--- src/rtl/busGluePkg.sv ---
package busGluePkg;
  typedef struct packed {
    logic       qual;
    logic       iack;
    logic       ext;
    logic       rom;
    logic [1:0] cas;
    logic       per;
    logic       ds;
  } glueStrb_t;
endpackage

--- src/rtl/busGlueCtl.sv ---
module busGlueCtl
  import busGluePkg::*;
#(
  parameter int ADDR_W   = 20,
  parameter int SEL_LO   = 16,
  parameter int BANK_BIT = 15,
  parameter int NUM_CAS  = 2
) (
  input  logic [ADDR_W-1:0] addr,
  input  logic              asN,
  input  logic              dsN,
  input  logic [2:0]        fc,
  output glueStrb_t         strb
);
  localparam int EXT_HI = SEL_LO + 3;
  localparam int EXT_LO = SEL_LO + 2;

  logic       active;
  logic       extHit;
  logic       localHit;
  logic [1:0] devField;
  logic       dramHit;
  logic [NUM_CAS-1:0] casHit;

  always_comb begin
    active   = !asN && !(fc[1] && fc[0]);
    extHit   = active && (|addr[EXT_HI:EXT_LO]);
    localHit = active && !extHit;
    devField = addr[SEL_LO+1:SEL_LO];
    dramHit  = localHit && (devField == 2'b10);
  end

  for (genvar b = 0; b < NUM_CAS; b++) begin : g_cas
    assign casHit[b] = dramHit && (addr[BANK_BIT] == b[0]);
  end

  always_comb begin
    strb.qual = !asN;
    strb.iack = fc[1] && fc[0];
    strb.ext  = extHit;
    strb.rom  = localHit && (devField == 2'b00);
    strb.cas  = casHit;
    strb.per  = localHit && (devField == 2'b01);
    strb.ds   = !dsN;
  end
endmodule

--- src/rtl/busGlueDp.sv ---
module busGlueDp
  import busGluePkg::*;
#(
  parameter int ACK_DELAY = 2,
  parameter int NUM_CAS   = 2
) (
  input  logic               clk,
  input  logic               rstN,
  input  glueStrb_t          strb,
  input  logic               expDtackN,
  output logic               romOeN,
  output logic [NUM_CAS-1:0] casN,
  output logic               perCeN,
  output logic               killN,
  output logic               locDsN,
  output logic               vpaN,
  output logic               dtackN
);
  localparam int CNT_W = $clog2(ACK_DELAY + 1);
  localparam logic [CNT_W-1:0] ACK_AT  = CNT_W'(ACK_DELAY - 1);
  localparam logic [CNT_W-1:0] CNT_MAX = CNT_W'(ACK_DELAY);

  logic [CNT_W-1:0] dsCnt;
  logic             devHit;
  logic             ackGo;
  logic             ackNow;

  always_comb begin
    devHit = strb.rom || (|strb.cas) || strb.per;
    ackGo  = devHit && strb.ds;
    ackNow = ackGo && (dsCnt >= ACK_AT);
  end

  always_ff @(posedge clk or negedge rstN) begin
    if (!rstN) begin
      romOeN <= 1'b1;
      casN   <= '1;
      perCeN <= 1'b1;
      killN  <= 1'b1;
      locDsN <= 1'b1;
      vpaN   <= 1'b1;
      dtackN <= 1'b1;
      dsCnt  <= '0;
    end else begin
      romOeN <= !strb.rom;
      casN   <= ~strb.cas;
      perCeN <= !strb.per;
      killN  <= !strb.ext;
      locDsN <= !(strb.ds && strb.qual && !strb.ext);
      vpaN   <= !(strb.qual && strb.iack);
      dtackN <= strb.ext ? expDtackN : !ackNow;
      if (!ackGo)                dsCnt <= '0;
      else if (dsCnt != CNT_MAX) dsCnt <= dsCnt + 1'b1;
    end
  end
endmodule

--- src/rtl/busGlue.sv ---
module busGlue
  import busGluePkg::*;
#(
  parameter int ADDR_W    = 20,
  parameter int SEL_LO    = 16,
  parameter int BANK_BIT  = 15,
  parameter int ACK_DELAY = 2
) (
  input  logic              clk,
  input  logic              rstN,
  input  logic [ADDR_W-1:0] addr,
  input  logic              asN,
  input  logic              dsN,
  input  logic              rwN,
  input  logic [2:0]        fc,
  input  logic              expDtackN,
  output logic              romOeN,
  output logic [1:0]        casN,
  output logic              perCeN,
  output logic              killN,
  output logic              locDsN,
  output logic              expDsN,
  output logic              vpaN,
  output logic              dtackN
);
  localparam int NUM_CAS = 2;

  glueStrb_t strb;
  logic      rwUnused;

  assign rwUnused = rwN;
  assign expDsN   = dsN;

  busGlueCtl #(
    .ADDR_W(ADDR_W), .SEL_LO(SEL_LO), .BANK_BIT(BANK_BIT), .NUM_CAS(NUM_CAS)
  ) u_ctl (
    .addr(addr), .asN(asN), .dsN(dsN), .fc(fc), .strb(strb)
  );

  busGlueDp #(
    .ACK_DELAY(ACK_DELAY), .NUM_CAS(NUM_CAS)
  ) u_dp (
    .clk(clk), .rstN(rstN), .strb(strb), .expDtackN(expDtackN),
    .romOeN(romOeN), .casN(casN), .perCeN(perCeN), .killN(killN),
    .locDsN(locDsN), .vpaN(vpaN), .dtackN(dtackN)
  );
endmodule

--- config.mk ---
export PLATFORM = sky130hd
export DESIGN_NAME = busGlue
export DESIGN_NICKNAME = d
export VERILOG_FILES = /design/src/rtl/busGluePkg.sv /design/src/rtl/busGlueCtl.sv /design/src/rtl/busGlueDp.sv /design/src/rtl/busGlue.sv
export SDC_FILE = /design/constraint.sdc
export NUM_CORES = 1
export LEC_CHECK = 0
export ABC_CLOCK_PERIOD_IN_PS = 1100
export BUFFER_PORTS_ARGS = -buffer_cell sky130_fd_sc_hd__buf_2
export CORE_AREA = 2 2 39 41
export CTS_CLUSTER_SIZE = 30
export DETAILED_ROUTE_END_ITERATION = 8
export DIE_AREA = 0 0 41 43
export PLACE_DENSITY = 0.69
export RECOVER_POWER = 50
export SLEW_MARGIN = 10
export SYNTH_ARGS = -nofsm -noshare
export SYNTH_HDL_FRONTEND = slang
export SYNTH_SLANG_ARGS = --single-unit
--- constraint.sdc ---
create_clock -name clk -period 1.1 [get_ports clk]
set_input_delay 0.33 -clock clk [delete_from_list [all_inputs] [get_ports clk]]
set_output_delay 0.33 -clock clk [all_outputs]
set_load 0.005 [all_outputs]
======== Yosys cells after proc, flatten, opt, wreduce, memory -nomap -nowiden ========
Index checks and enable logic that the tools add are counted.
storage, ports and cells
  input bits .............................. 29
  register bits after elaboration ......... 10
cells by class
  bitwise gates (word level) .............. 2
  reductions and logical operators ........ 28
  multiplexer cells ....................... 3
  magnitude comparators ................... 1
  add/subtract/negate cells ............... 1
  equal/unequal tests ..................... 4
operators with widths
  kind                   number
  $logic_and A1 B1 Y1    14
  $logic_not A1 Y1       9
  $mux W2                2
  $ne A2 B2 Y1 const B   2
  $reduce_or A2 Y1       2
  $add A2 B1 Y2 const B  1
  $eq A2 B1 Y1 const B   1
  $eq A2 B2 Y1 const B   1
  $ge A2 B1 Y1 const B   1
  $logic_not A2 Y1       1
  $logic_or A1 B1 Y1     2
  $not A2 Y2             1
  $mux W1                1
  $not A1 Y1             1

======== Longest topological paths before layout ========
Gate-level depths: netlist of run 1.
  word-level depth ........................ 15
  mapped depth ............................ 4

======== Cells and area by module ========
From an unflattened synthesis of run 1, not the netlist that was laid out.
unflattened totals
  cells, all modules ...................... 43
  area total of the unflattened synthesis .. 494.2 um2
by module, submodules not included
  module      times used  area each (um2)  seq. area each (um2)  cells an instance
  busGlueDp   1           377.9            260.2                 28
  busGlueCtl  1           108.9            0.0                   14
  busGlue     1           7.5              0.0                   1

======== Least setup slack after synthesis of run 1 ========
OpenSTA, ideal clock, no wires.
  kind .................................... input to register
  start point ............................. input fc[1]
  end point ............................... register u_dp.casN[0]
  data required time ...................... 1,005 ps
  path slack .............................. -227 ps
  stages .................................. 2
  arrival time ............................ 1,232 ps
  buffers on the path ..................... 0
  path through ............................ a2111o_1 -> or4b_1
between the ends
  word-level cells in the longest chain between the ends .. 9
RTL lines
  item                   line              source
  from (decl)            busGlue.sv:15     input logic [2:0] fc,
  $logic_and A1 B1 Y1 *  busGlueCtl.sv:26  active = !asN && !(fc[1] && fc[0]);
  $logic_not A1 Y1 *     busGlueCtl.sv:26
  $logic_and A1 B1 Y1 *  busGlueCtl.sv:26
  $logic_and A1 B1 Y1    busGlueCtl.sv:27  extHit = active && (|addr[EXT_HI:EXT_LO]);
  $logic_not A1 Y1       busGlueCtl.sv:28  localHit = active && !extHit;
  $logic_and A1 B1 Y1 *  busGlueCtl.sv:28
  $logic_and A1 B1 Y1 *  busGlueCtl.sv:30  dramHit = localHit && (devField == 2'b10);
  $logic_and A1 B1 Y1 *  busGlueCtl.sv:34  assign casHit[b] = dramHit && (addr[BANK_BIT] == b[0]);
  $not A2 Y2 *           busGlueDp.sv:46   casN <= ~strb.cas;
  to (signal assigned)   busGlueDp.sv:46
  to (decl)              busGlueDp.sv:12   output logic [NUM_CAS-1:0] casN,
Every way passes the cells marked *; elsewhere a longest branch is shown, timed or not.
A chain may end at the register's enable or synchronous reset.

======== Worst setup path in the final report of run 1 ========
Same ends and word-level chain as after synthesis.

==> reports/results.md, run 1 <==
## Run status
- complete, but fails checks — result of the run
- negative setup slack — violated checks

## Timing
- 829 MHz — Fmax
- true — setup repair after global routing missed its margin
- 1.21 ns — post-route minimum period
- -0.106 ns — slack of the critical path
- 0.230 ns — minimum hold slack
- 0.649 — max-slew headroom at the worst pin
- 1.10 — final worst-path cycle share
- 9 — Setup violations, final
- 0.526 ns — Tightest Pin Transition
- 0.00305 ns — clk_skew
- 0 — number of hold violations in the final report
- 0 — count of final max-slew check failures

## Synth
- 10 — flip-flop and latch count after synthesis
- 65 — post-synthesis net count
- 0.0573 — Synth Area in Adders
- 34 — cell count after synthesis
- 12.8 um^2 — post-synthesis average cell area
- 0.0201 — xor/xnor cell area share of the yosys netlist
- 21 — Synth cell types
- 0 — yosys synthesis warning count
- 0.149 — basic-gate share of the synthesized area counting and, or, nand and nor cells
- simple AND/OR/NAND/NOR gates — largest family of logic cells by synthesized area
- 0.120 — compound-cell area share of the yosys netlist
- 437 um^2 — post-synthesis instance area
- 0.0229 — multiplexer area fraction after synthesis
- 0.596 — sequential fraction of the synthesis area

## Flow run
- 0 — max-capacitance violation count

## Route
- 901 um — total wire length after detailed routing
- 4.82 — DR vias/cell
- 0 — number of DRC violations after detailed routing
- 11.9 um — per-cell routed wire length
- 366 — total via count in the routed design
- 1 — 1st-iter DRT viols
- 2 — number of iterations in the first detailed-routing pass
- 0 — post-detailed-route count of antenna-violating nets

## CTS
- 0.25 ns — clock latency of the later-clocked register in the worst-skew pair
- 10 — clock tree sinks
- 3 — number of buffers created by CTS
- 1 — H-Tree Depth
- clkbuf_4 — Clock Root Buffer
- 0.06 ns — clock transition time at the flip-flop clock pins of the worst setup and hold paths
- 2 — Max Root-Sink Buffers
- done — clock tree from TritonCTS

## Setup path
- 0.49 ns — largest stage delay on the critical path
- flop — sort of element at the end of the critical path
- 5 — maximum fanout along the worst path
- input port — startpoint kind of the worst setup timing path
- 1.27 ns — CP required
- input port to flop — CP Class
- buf_6, a2111o_1, or4b_1 — cells along the critical path
- 1.37 ns — endpoint arrival time on the critical path
- simple AND/OR/NAND/NOR gates — top cell family by delay on the critical path
- or4b_1 — cell with the largest stage delay on the worst path
- 1 — total buffers and inverters traversed by the critical path

## Global route
- 0.143 — met1 GRT Util
- 0.184 — met2 capacity usage during global routing
- 0.122 — total global-route track usage
- met2 — highest-utilization routing layer at the global route stage
- 362 — vias in the first global route
- 0 — total grt overflow
- 1460 um — wire length of the first global-routing pass
- 11 — maximum number of pins on one net before global-route repair
- 0 — initial antenna violation count
- 0.0471 — global routing met3 resource utilization

## Placement
- 669 um — total half-perimeter wirelength after legalization and detailed placement
- 0.665 — gpl congestion
- -0.365 ns — setup slack after placement
- 20 — quantity of I/O buffers inserted on ports
- 71 — placed cell count

## Floorplanning
- 1760 um^2 — Die Outline Area
- 0.316 — initial core utilization
- 14 — num rows
- 38 — count of boundary I/O pins
- 1380 um^2 — Core Box Area
- 41 um — horizontal extent of the die
- 43 um — Die Span Y

## Finish
- 51.0% — Area Overhead vs Synth
- 0.476 — share of the core filled with cells in the final layout
- buf_2, dfstp_2, buf_6 — commonest cells after routing, fill and taps aside
- 138 — number of fill cells
- 0 — Inserted Diodes
- 0.633 — fraction of layout instances using a drive strength above 1
- 93 — number of nets in the finished design
- buf_2 — most frequent standard cell in the layout excluding fill and tap cells
- 76 — post-route insts no fill

## Power and ir drop
- 1100 nW/um^2 — PD cells
- 0.161 mW — Switching Power
- 0.283 nW — LEAKAGE
- 0.223 — switching fraction of total power
- 0.541 — share of power burned in registers
- 0.561 mW — internal power consumption
- 0.332 — Clk pwr share
- 0.127 — relative contribution of combinational cells to total power
- 0.000431 V — maximum VDD drop

## Worst hold path
- input port to flop — Tightest Hold Check Type

==> stage by stage <==
stage                     area [um^2]  setup TNS, ns  total power [mW]
final                             659         -0.853             0.722
after global placement            564          -1.80             0.470
after global routing              659          -1.19             0.771
after floorplan                   437         -0.808             0.420
after detailed placement          564          -1.82             0.473
after CTS                         613         -0.907             0.723
==> what timing repair did <==
action	CTS	global route
resized for setup	4	9
hold buffers	1	0
pin swaps	0	1
setup buffers	0	1
setup endpoints to repair	12	12
endpoints found under the hold margin	2	0
==> cells by family (layout without fill, tap and decap cells) <==
group | Yosys count | count (layout)
muxes | 1 | 1
AOI/OAI and AO/OA | 7 | 7
adders and majority gates | 2 | 2
and+or+nand+nor | 10 | 10
DFF | 10 | 10
buffers and inverters | 3 | 29
xor gates and xnor gates | 1 | 1
==> final cells by class <==
cell class / instances / area, um^2 / area share
Timing Repair Buffer: 24 / 170 / 0.258
Clock buffer: 3 / 22.5 / 0.0342
Multi-Input combinational cell: 21 / 179 / 0.271
Inverter: 2 / 7.51 / 0.0114
Tap cell: 16 / 20.0 / 0.0304
Sequential cell: 10 / 260 / 0.395
==> flip-flops by register name, indices dropped and copies added, names as in the netlist <==
name,count
u_dp.killN,1
u_dp.dtackN,1
u_dp.perCeN,1
u_dp.dsCnt,2
u_dp.locDsN,1
u_dp.romOeN,1
u_dp.casN,2
u_dp.vpaN,1
==> worst paths after layout <==
path	from	to	slack (ns)	cells past startpoint
setup / recovery	fc[1]	u_dp.casN[0]$_DFF_PN1_	-0.11	3
hold / removal	fc[1]	u_dp.vpaN$_DFF_PN1_	0.23	2
setup reg to reg	u_dp.dsCnt[1]$_DFFE_PN0P_	u_dp.dsCnt[1]$_DFFE_PN0P_	0.08	4
hold reg to reg	u_dp.dsCnt[0]$_DFFE_PN0P_	u_dp.dsCnt[0]$_DFFE_PN0P_	0.61	2
max in group asynchronous	rstN	u_dp.casN[1]$_DFF_PN1_	0.18	2
min in group asynchronous	rstN	u_dp.dsCnt[1]$_DFFE_PN0P_	0.56	2
==> synthesized netlist by cell type <==
cell	instances	area share
a21oi_1	1	0.011
a211oi_1	1	0.017
inv_1	2	0.017
o211ai_1	1	0.017
dfrtp_1	2	0.11
a2111o_1	1	0.026
or3b_2	1	0.020
or2_2	1	0.014
a211o_1	1	0.020
mux2i_1	1	0.023
nand2_1	2	0.017
nor3_1	2	0.023
or3_2	2	0.034
buf_4	1	0.017
dfstp_2	8	0.48
nand3b_1	1	0.017
xor2_1	1	0.020
or4b_1	1	0.023
ha_1	2	0.057
a21o_1	1	0.017
o21ai_0	1	0.011
==> power by group through the flow <==
stage	clock [mW]	sequential, mW	combinational [mW]
after global routing	0.275	0.392	0.103
after global placement	0	0.394	0.0765
final	0.240	0.391	0.0918
after floorplan	0	0.396	0.0239
after detailed placement	0	0.395	0.0786
after CTS	0.247	0.389	0.0865
==> routing by layer <==
metal	up-vias	share of wire
met4	0	0
met3	0	0.055
met1	181	0.39
met5	-	0
li1	173	-
met2	12	0.56
(Power assumes the default switching activity.)
==> run 2: changes to the inputs <==
BUFFER_PORTS_ARGS = -buffer_cell sky130_fd_sc_hd__clkbuf_2   (was -buffer_cell sky130_fd_sc_hd__buf_2)
MAX_ROUTING_LAYER = met4   (was default)
==> run 2 against run 1 <==
Compared with the run above: the run still ends with negative setup slack left; global-route usage down 0.40 points; fmax down 0.22%; flip-flop and latch count unchanged; clock power down 3%; wire length down 6.7%; worst setup slack worse by 0.0027 ns; clock skew down 0.0023 ns; total power down 1.9%; non-clock buffer count up 1; hold slack worse by 0.0017 ns; count of clock-buffer cells in the layout unchanged; via count down 0.82%; critical endpoint unchanged; largest power group unchanged.
==> reports/results.md, run 2 (synthesis results as in run 1) <==
## Run status
- complete, but fails checks — result of the run, unchanged
- negative setup slack — violated checks, unchanged

## CTS
- 10 — clock tree sinks, unchanged
- 0.06 ns — clock transition time at the flip-flop clock pins of the worst setup and hold paths, about the same
- 0.25 ns — clock latency of the later-clocked register in the worst-skew pair, about the same
- 2 — Max Root-Sink Buffers, unchanged
- done — clock tree from TritonCTS, unchanged
- clkbuf_4 — Clock Root Buffer, unchanged
- 1 — H-Tree Depth, unchanged
- 3 — number of buffers created by CTS, unchanged

## Floorplanning
- 14 — num rows, unchanged
- 1760 um^2 — Die Outline Area, unchanged
- 38 — count of boundary I/O pins, unchanged
- 1380 um^2 — Core Box Area, unchanged
- 41 um — horizontal extent of the die, unchanged
- 0.316 — initial core utilization, unchanged
- 43 um — Die Span Y, unchanged

## Route
- 306 um — detailed-routing wirelength on met1, was 347 um
- 1 — 1st-iter DRT viols, unchanged
- 841 um — total wire length after detailed routing, was 901 um
- 363 — total via count in the routed design, was 366
- 2 — number of iterations in the first detailed-routing pass, unchanged
- 0 — post-detailed-route count of antenna-violating nets, unchanged
- 60 um — routed length on met3, was 50 um
- 4.71 — DR vias/cell, was 4.82
- 474 um — Met2 Routed Length, was 503 um
- 0 — number of DRC violations after detailed routing, unchanged
- met3 — uppermost metal layer occupied by signal nets, unchanged
- 10.9 um — per-cell routed wire length, was 11.9 um

## Finish
- u_dp.casN: 2 flops, u_dp.dsCnt: 2 flops — top flop regs, unchanged
- 633 um^2 — final design instance area without fill, was 659 um^2
- 0.656 — fraction of layout instances using a drive strength above 1, was 0.633
- 0 — Inserted Diodes, unchanged
- 45.0% — Area Overhead vs Synth, was 51.0%
- clkbuf_2, dfstp_2, clkbuf_4 — commonest cells after routing, fill and taps aside, was buf_2, dfstp_2, buf_6
- clkbuf_2 — most frequent standard cell in the layout excluding fill and tap cells, was buf_2
- 94 — number of nets in the finished design, was 93
- 77 — post-route insts no fill, was 76
- 0.458 — share of the core filled with cells in the final layout, was 0.476

## Setup path
- input port to flop — CP Class, unchanged
- 3 — Crit. path cell count, unchanged
- 1.38 ns — endpoint arrival time on the critical path, was 1.37 ns
- 4 — depth of the worst register-to-register path, unchanged
- flop — sort of element at the end of the critical path, unchanged
- 1 — total buffers and inverters traversed by the critical path, unchanged
- 5 — maximum fanout along the worst path, unchanged
- 0.48 ns — largest stage delay on the critical path, was 0.49 ns
- simple AND/OR/NAND/NOR gates — top cell family by delay on the critical path, unchanged
- 1.27 ns — CP required, about the same
- buf_6, a2111o_1, or4b_1 — cells along the critical path, unchanged
- or4b_1 — cell with the largest stage delay on the worst path, unchanged
- input port — startpoint kind of the worst setup timing path, unchanged

## Placement
- 0.658 — gpl congestion, was 0.665
- -0.365 ns — setup slack after placement, about the same
- 71 — placed cell count, unchanged
- 690 um — total half-perimeter wirelength after legalization and detailed placement, was 669 um
- 564 um^2 — dpl cell area, unchanged
- 20 — quantity of I/O buffers inserted on ports, unchanged

## Global route
- 352 — vias in the first global route, was 362
- 0.118 — total global-route track usage, was 0.122
- 11 — maximum number of pins on one net before global-route repair, unchanged
- 0 — initial antenna violation count, unchanged
- 0 — total grt overflow, unchanged
- 1360 um — wire length of the first global-routing pass, was 1460 um

## Worst hold path
- 2 — Hold Crit Depth, unchanged
- input port to flop — Tightest Hold Check Type, unchanged

## Power and ir drop
- 0.000463 V — maximum VDD drop, was 0.000431 V
- 0.708 mW — Power Total, was 0.722 mW
- 1120 nW/um^2 — PD cells, was 1100 nW/um^2
- 0.282 nW — LEAKAGE, was 0.283 nW

## Timing
- 1.21 ns — post-route minimum period, about the same
- 0 — number of hold violations in the final report, unchanged
- 828 MHz — Fmax, was 829 MHz
- 0.228 ns — minimum hold slack, was 0.230 ns
- 0 — count of final max-slew check failures, unchanged
- true — setup repair after global routing missed its margin, unchanged
- 0.000724 ns — clk_skew, was 0.00305 ns
- 0.532 ns — Tightest Pin Transition, was 0.526 ns
- 0.646 — max-slew headroom at the worst pin, was 0.649
- -0.108 ns — slack of the critical path, was -0.106 ns
- 11 — Setup violations, final, was 9
- -0.936 ns — sum of negative setup slack, was -0.853 ns
- 1.10 — final worst-path cycle share, about the same

## Flow run
- 0 — max-capacitance violation count, unchanged

-- run 2: power breakdown --
group | internal (mW) | total [mW] | switching (mW) | leakage, nW
Clock | 0.126 | 0.234 | 0.108 | 0.0138
Sequential | 0.386 | 0.389 | 0.00305 | 0.112
Combinational | 0.0435 | 0.0855 | 0.0419 | 0.156
-- run 2: worst register-to-register path: cells and delay by family (launching register included) --
family	cells	cell delay, ns
muxes	1	0.21
and+or+nand+nor	1	0.05
adders and majority gates	1	0.19
DFF	1	0.40
buffers and inverters	1	0.07
-- run 2: path summary, 6_finish.rpt --
kind | slack (ns) | startpoint | to
worst max register to register | 0.07 | u_dp.dsCnt[0]$_DFFE_PN0P_ | u_dp.dsCnt[1]$_DFFE_PN0P_
max in group asynchronous | 0.17 | rstN | u_dp.dtackN$_DFF_PN1_
min in group asynchronous | 0.57 | rstN | u_dp.dsCnt[1]$_DFFE_PN0P_
worst max-delay path | -0.11 | fc[1] | u_dp.casN[0]$_DFF_PN1_
worst min register to register | 0.63 | u_dp.dsCnt[0]$_DFFE_PN0P_ | u_dp.dsCnt[0]$_DFFE_PN0P_
worst min-delay path | 0.23 | fc[1] | u_dp.vpaN$_DFF_PN1_
-- run 2: layout make-up --
cell class	count	area, um^2
Fill cell	142	751
Tap cell	16	20.0
Clock buffer	3	22.5
Multi-Input combinational cell	21	179
Timing Repair Buffer	25	144
Sequential cell	10	260
Inverter	2	7.51
-- run 2: repair_timing --
action / CTS / global route
resized for setup: 2 / 5
pin swaps: 2 / 1
setup buffers: 1 / 1
endpoints found under the hold margin: 2 / 0
endpoints found under the setup margin: 12 / 13
hold buffers: 1 / 0
-- run 2: per-layer routing --
layer,GRT usage,up-vias
met3,0.0471,0
met2,0.197,10
met1,0.118,177
met5,-,-
met4,0.0400,0
li1,-,176
==> run 3: changes to the inputs <==
ABC_AREA = 1   (was default)
CORE_AREA = default   (was 2 2 39 41)
CORE_MARGIN = 2   (was default)
CORE_UTILIZATION = 36   (was default)
DIE_AREA = default   (was 0 0 41 43)
PLACE_DENSITY = 0.73   (was 0.69)
==> run 3 against run 2 <==
Compared with the run above: the run still ends with negative setup slack left; register-to-register slack improved by 0.07 ns; fmax fell by 0.29%; area after synthesis rose by 8.3%; non-clock buffer count fell by 4; critical path type is now flop to primary output; largest cell class unchanged.
==> reports/results.md, run 3 <==
## Run status
- complete, but fails checks — result of the run, unchanged
- negative setup slack — violated checks, unchanged

## Synth
- 48 — cell count after synthesis, was 34
- 1.00 — fraction of synthesis flops using an asynchronous set or reset pin, unchanged
- 79 — post-synthesis net count, was 65
- dfstp_2 — Post-synth top flop, unchanged
- 9.85 um^2 — post-synthesis average cell area, was 12.8 um^2
- 0 — yosys synthesis warning count, unchanged
- 0.444 — fraction of synthesized cell area taken by the top area cell type, was 0.481
- 15 — Synth cell types, was 21
- dfstp_2 — cell taking the most area after synthesis, unchanged
- 473 um^2 — post-synthesis instance area, was 437 um^2
- inv_1, dfstp_2, nand2_1, nand3_1 — top cells by count, synth
- inv_1 — most frequent cell after synthesis, was dfstp_2
- dfstp_2, dfrtp_1, inv_1, nand2_1, a21oi_2 — cells taking the most area after synthesis, was dfstp_2, dfrtp_1, ha_1, or3_2, a2111o_1
- 10 — flip-flop and latch count after synthesis, unchanged
- 0.550 — sequential fraction of the synthesis area, was 0.596
- 0 — EDFF count, synth, unchanged

## Finish
- clkbuf_2, inv_1, nand2_1 — commonest cells after routing, fill and taps aside, was clkbuf_2, dfstp_2, clkbuf_4
- 637 um^2 — final design instance area without fill, was 633 um^2
- 0.514 — fraction of layout instances using a drive strength above 1, was 0.656
- 34.7% — Area Overhead vs Synth, was 45.0%
- u_dp.casN: 2 flops, u_dp.dsCnt: 2 flops — top flop regs, unchanged
- 0 — Inserted Diodes, unchanged
- 118 — number of fill cells, was 142
- 104 — number of nets in the finished design, was 94
- 0.502 — share of the core filled with cells in the final layout, was 0.458
- 87 — post-route insts no fill, was 77
- clkbuf_2 — most frequent standard cell in the layout excluding fill and tap cells, unchanged

## Power and ir drop
- 0.796 mW — Power Total, was 0.708 mW
- 0.324 nW — LEAKAGE, was 0.282 nW
- 0.625 mW — internal power consumption, was 0.555 mW
- 0.000465 V — maximum VDD drop, was 0.000463 V
- 0.104 — relative contribution of combinational cells to total power, was 0.121
- 0.407 — Clk pwr share, was 0.330
- 0.215 — switching fraction of total power, was 0.216
- 0.171 mW — Switching Power, was 0.153 mW
- 0.489 — share of power burned in registers, was 0.549
- 1250 nW/um^2 — PD cells, was 1120 nW/um^2

## Floorplanning
- 1620 um^2 — Die Outline Area, was 1760 um^2
- 13 — num rows, was 14
- 38 — count of boundary I/O pins, unchanged
- 0.373 — initial core utilization, was 0.316
- 40.2 um — Die Span Y, was 43 um
- 1270 um^2 — Core Box Area, was 1380 um^2
- 40.2 um — horizontal extent of the die, was 41 um

## Route
- 8.93 um — per-cell routed wire length, was 10.9 um
- 777 um — total wire length after detailed routing, was 841 um
- 4.39 — DR vias/cell, was 4.71
- 2 — number of iterations in the first detailed-routing pass, unchanged
- 0 — post-detailed-route count of antenna-violating nets, unchanged
- 382 — total via count in the routed design, was 363
- 1 — 1st-iter DRT viols, unchanged
- 0 — number of DRC violations after detailed routing, unchanged

## Placement
- 584 um^2 — dpl cell area, was 564 um^2
- 0.685 — gpl congestion, was 0.658
- 82 — placed cell count, was 71
- 654 um — total half-perimeter wirelength after legalization and detailed placement, was 690 um
- 20 — quantity of I/O buffers inserted on ports, unchanged

## Global route
- 11 — maximum number of pins on one net before global-route repair, unchanged
- 0 — total grt overflow, unchanged
- 0.144 — total global-route track usage, was 0.118
- 384 — vias in the first global route, was 352
- 1400 um — wire length of the first global-routing pass, was 1360 um
- 0 — initial antenna violation count, unchanged

## Worst hold path
- input port to flop — Tightest Hold Check Type, unchanged

## Setup path
- flip-flops — top cell family by delay on the critical path, was simple AND/OR/NAND/NOR gates
- 1 — total buffers and inverters traversed by the critical path, unchanged
- 1 — maximum fanout along the worst path, was 5
- dfstp_2 — cell with the largest stage delay on the worst path, was or4b_1
- flop — startpoint kind of the worst setup timing path, was input port
- flop to primary output — CP Class, was input port to flop
- 0.53 ns — largest stage delay on the critical path, was 0.48 ns
- primary output — sort of element at the end of the critical path, was flop
- buf_6 — cells along the critical path, was buf_6, a2111o_1, or4b_1
- 0.77 ns — CP required, was 1.27 ns
- 0.88 ns — endpoint arrival time on the critical path, was 1.38 ns

## CTS
- clkbuf_4 — Clock Root Buffer, unchanged
- 2 — Max Root-Sink Buffers, unchanged
- 10 — clock tree sinks, unchanged
- 3 — number of buffers created by CTS, unchanged
- 1 — H-Tree Depth, unchanged
- 0.26 ns — clock latency of the later-clocked register in the worst-skew pair, was 0.25 ns
- 0.07 ns — clock transition time at the flip-flop clock pins of the worst setup and hold paths, was 0.06 ns
- done — clock tree from TritonCTS, unchanged

## Timing
- 8 — Setup violations, final, was 11
- 1.21 ns — post-route minimum period, about the same
- 0.000168 ns — clk_skew, was 0.000724 ns
- -0.112 ns — slack of the critical path, was -0.108 ns
- true — setup repair after global routing missed its margin, unchanged
- 825 MHz — Fmax, was 828 MHz
- 0 — number of hold violations in the final report, unchanged
- 0.675 — max-slew headroom at the worst pin, was 0.646
- 0.487 ns — Tightest Pin Transition, was 0.532 ns
- 1.10 — final worst-path cycle share, about the same
- 0 — count of final max-slew check failures, unchanged

## Flow run
- 0 — max-capacitance violation count, unchanged

-- run 3: stage by stage --
stage / setup slack, ns / hold WS, ns / TNS (ns)
finish: -0.112 / 0.234 / -0.812
global route: -0.137 / 0.240 / -1.01
CTS: -0.144 / 0.227 / -0.928
detailed placement: 0.118 / 0.200 / 0
global placement: 0.149 / 0.194 / 0
floorplan: 0.208 / 0.0344 / 0
-- run 3: timing repair --
| action | 4_1_cts | 5_1_grt |
|---|---|---|
| hold buffers | 1 | 0 |
| hold endpoints to repair | 2 | 0 |
| setup endpoints to repair | 8 | 8 |
| buffers inserted | 0 | 0 |
| gates resized for setup | 0 | 6 |
-- run 3: cell type report --
cell class	count	area, um^2	share of cell area
Tap cell	15	18.8	0.0295
Clock buffer	4	36.3	0.0570
Sequential cell	10	260	0.409
Multi-Input combinational cell	25	150	0.236
Timing Repair Buffer	21	126	0.198
Inverter	12	45.0	0.0707
-- run 3: final timing paths --
| check | start | end | slack (ns) | cells past startpoint |
|---|---|---|---|---|
| max | u_dp.dtackN$_DFF_PN1_ | dtackN | -0.11 | 1 |
| min | fc[0] | u_dp.vpaN$_DFF_PN1_ | 0.23 | 2 |
| max reg2reg | u_dp.dsCnt[0]$_DFFE_PN0P_ | u_dp.dsCnt[0]$_DFFE_PN0P_ | 0.14 | 5 |
| min reg2reg | u_dp.dsCnt[0]$_DFFE_PN0P_ | u_dp.dsCnt[0]$_DFFE_PN0P_ | 0.55 | 2 |
| max in group asynchronous | rstN | u_dp.perCeN$_DFF_PN1_ | 0.22 | 2 |
| min in group asynchronous | rstN | u_dp.dsCnt[1]$_DFFE_PN0P_ | 0.53 | 2 |
-- run 3: cell families after synthesis --
| logic type | count (synthesis) | share of synthesized area |
|---|---|---|
| flip-flops | 10 | 0.550 |
| AO/OA/AOI/OAI | 3 | 0.0556 |
| adder cells (fa/ha/maj) | 2 | 0.0529 |
| AND/OR/NAND/NOR | 20 | 0.230 |
| buffers and inverters | 13 | 0.111 |
-- run 3: power by group through the flow --
stage | Combinational, mW | Clock [mW] | Sequential (mW)
2_1_floorplan | 0.0368 | 0 | 0.395
3_3_place_gp | 0.0806 | 0 | 0.394
3_5_place_dp | 0.0830 | 0 | 0.394
4_1_cts | 0.0862 | 0.331 | 0.389
5_1_grt | 0.0957 | 0.340 | 0.390
6_report | 0.0831 | 0.324 | 0.389
-- run 3: routing by layer --
layer / global-route usage / wire length [um]
met5: - / 0
met4: 0.125 / 14
met3: 0.0167 / 49
met1: 0.118 / 305
met2: 0.274 / 406
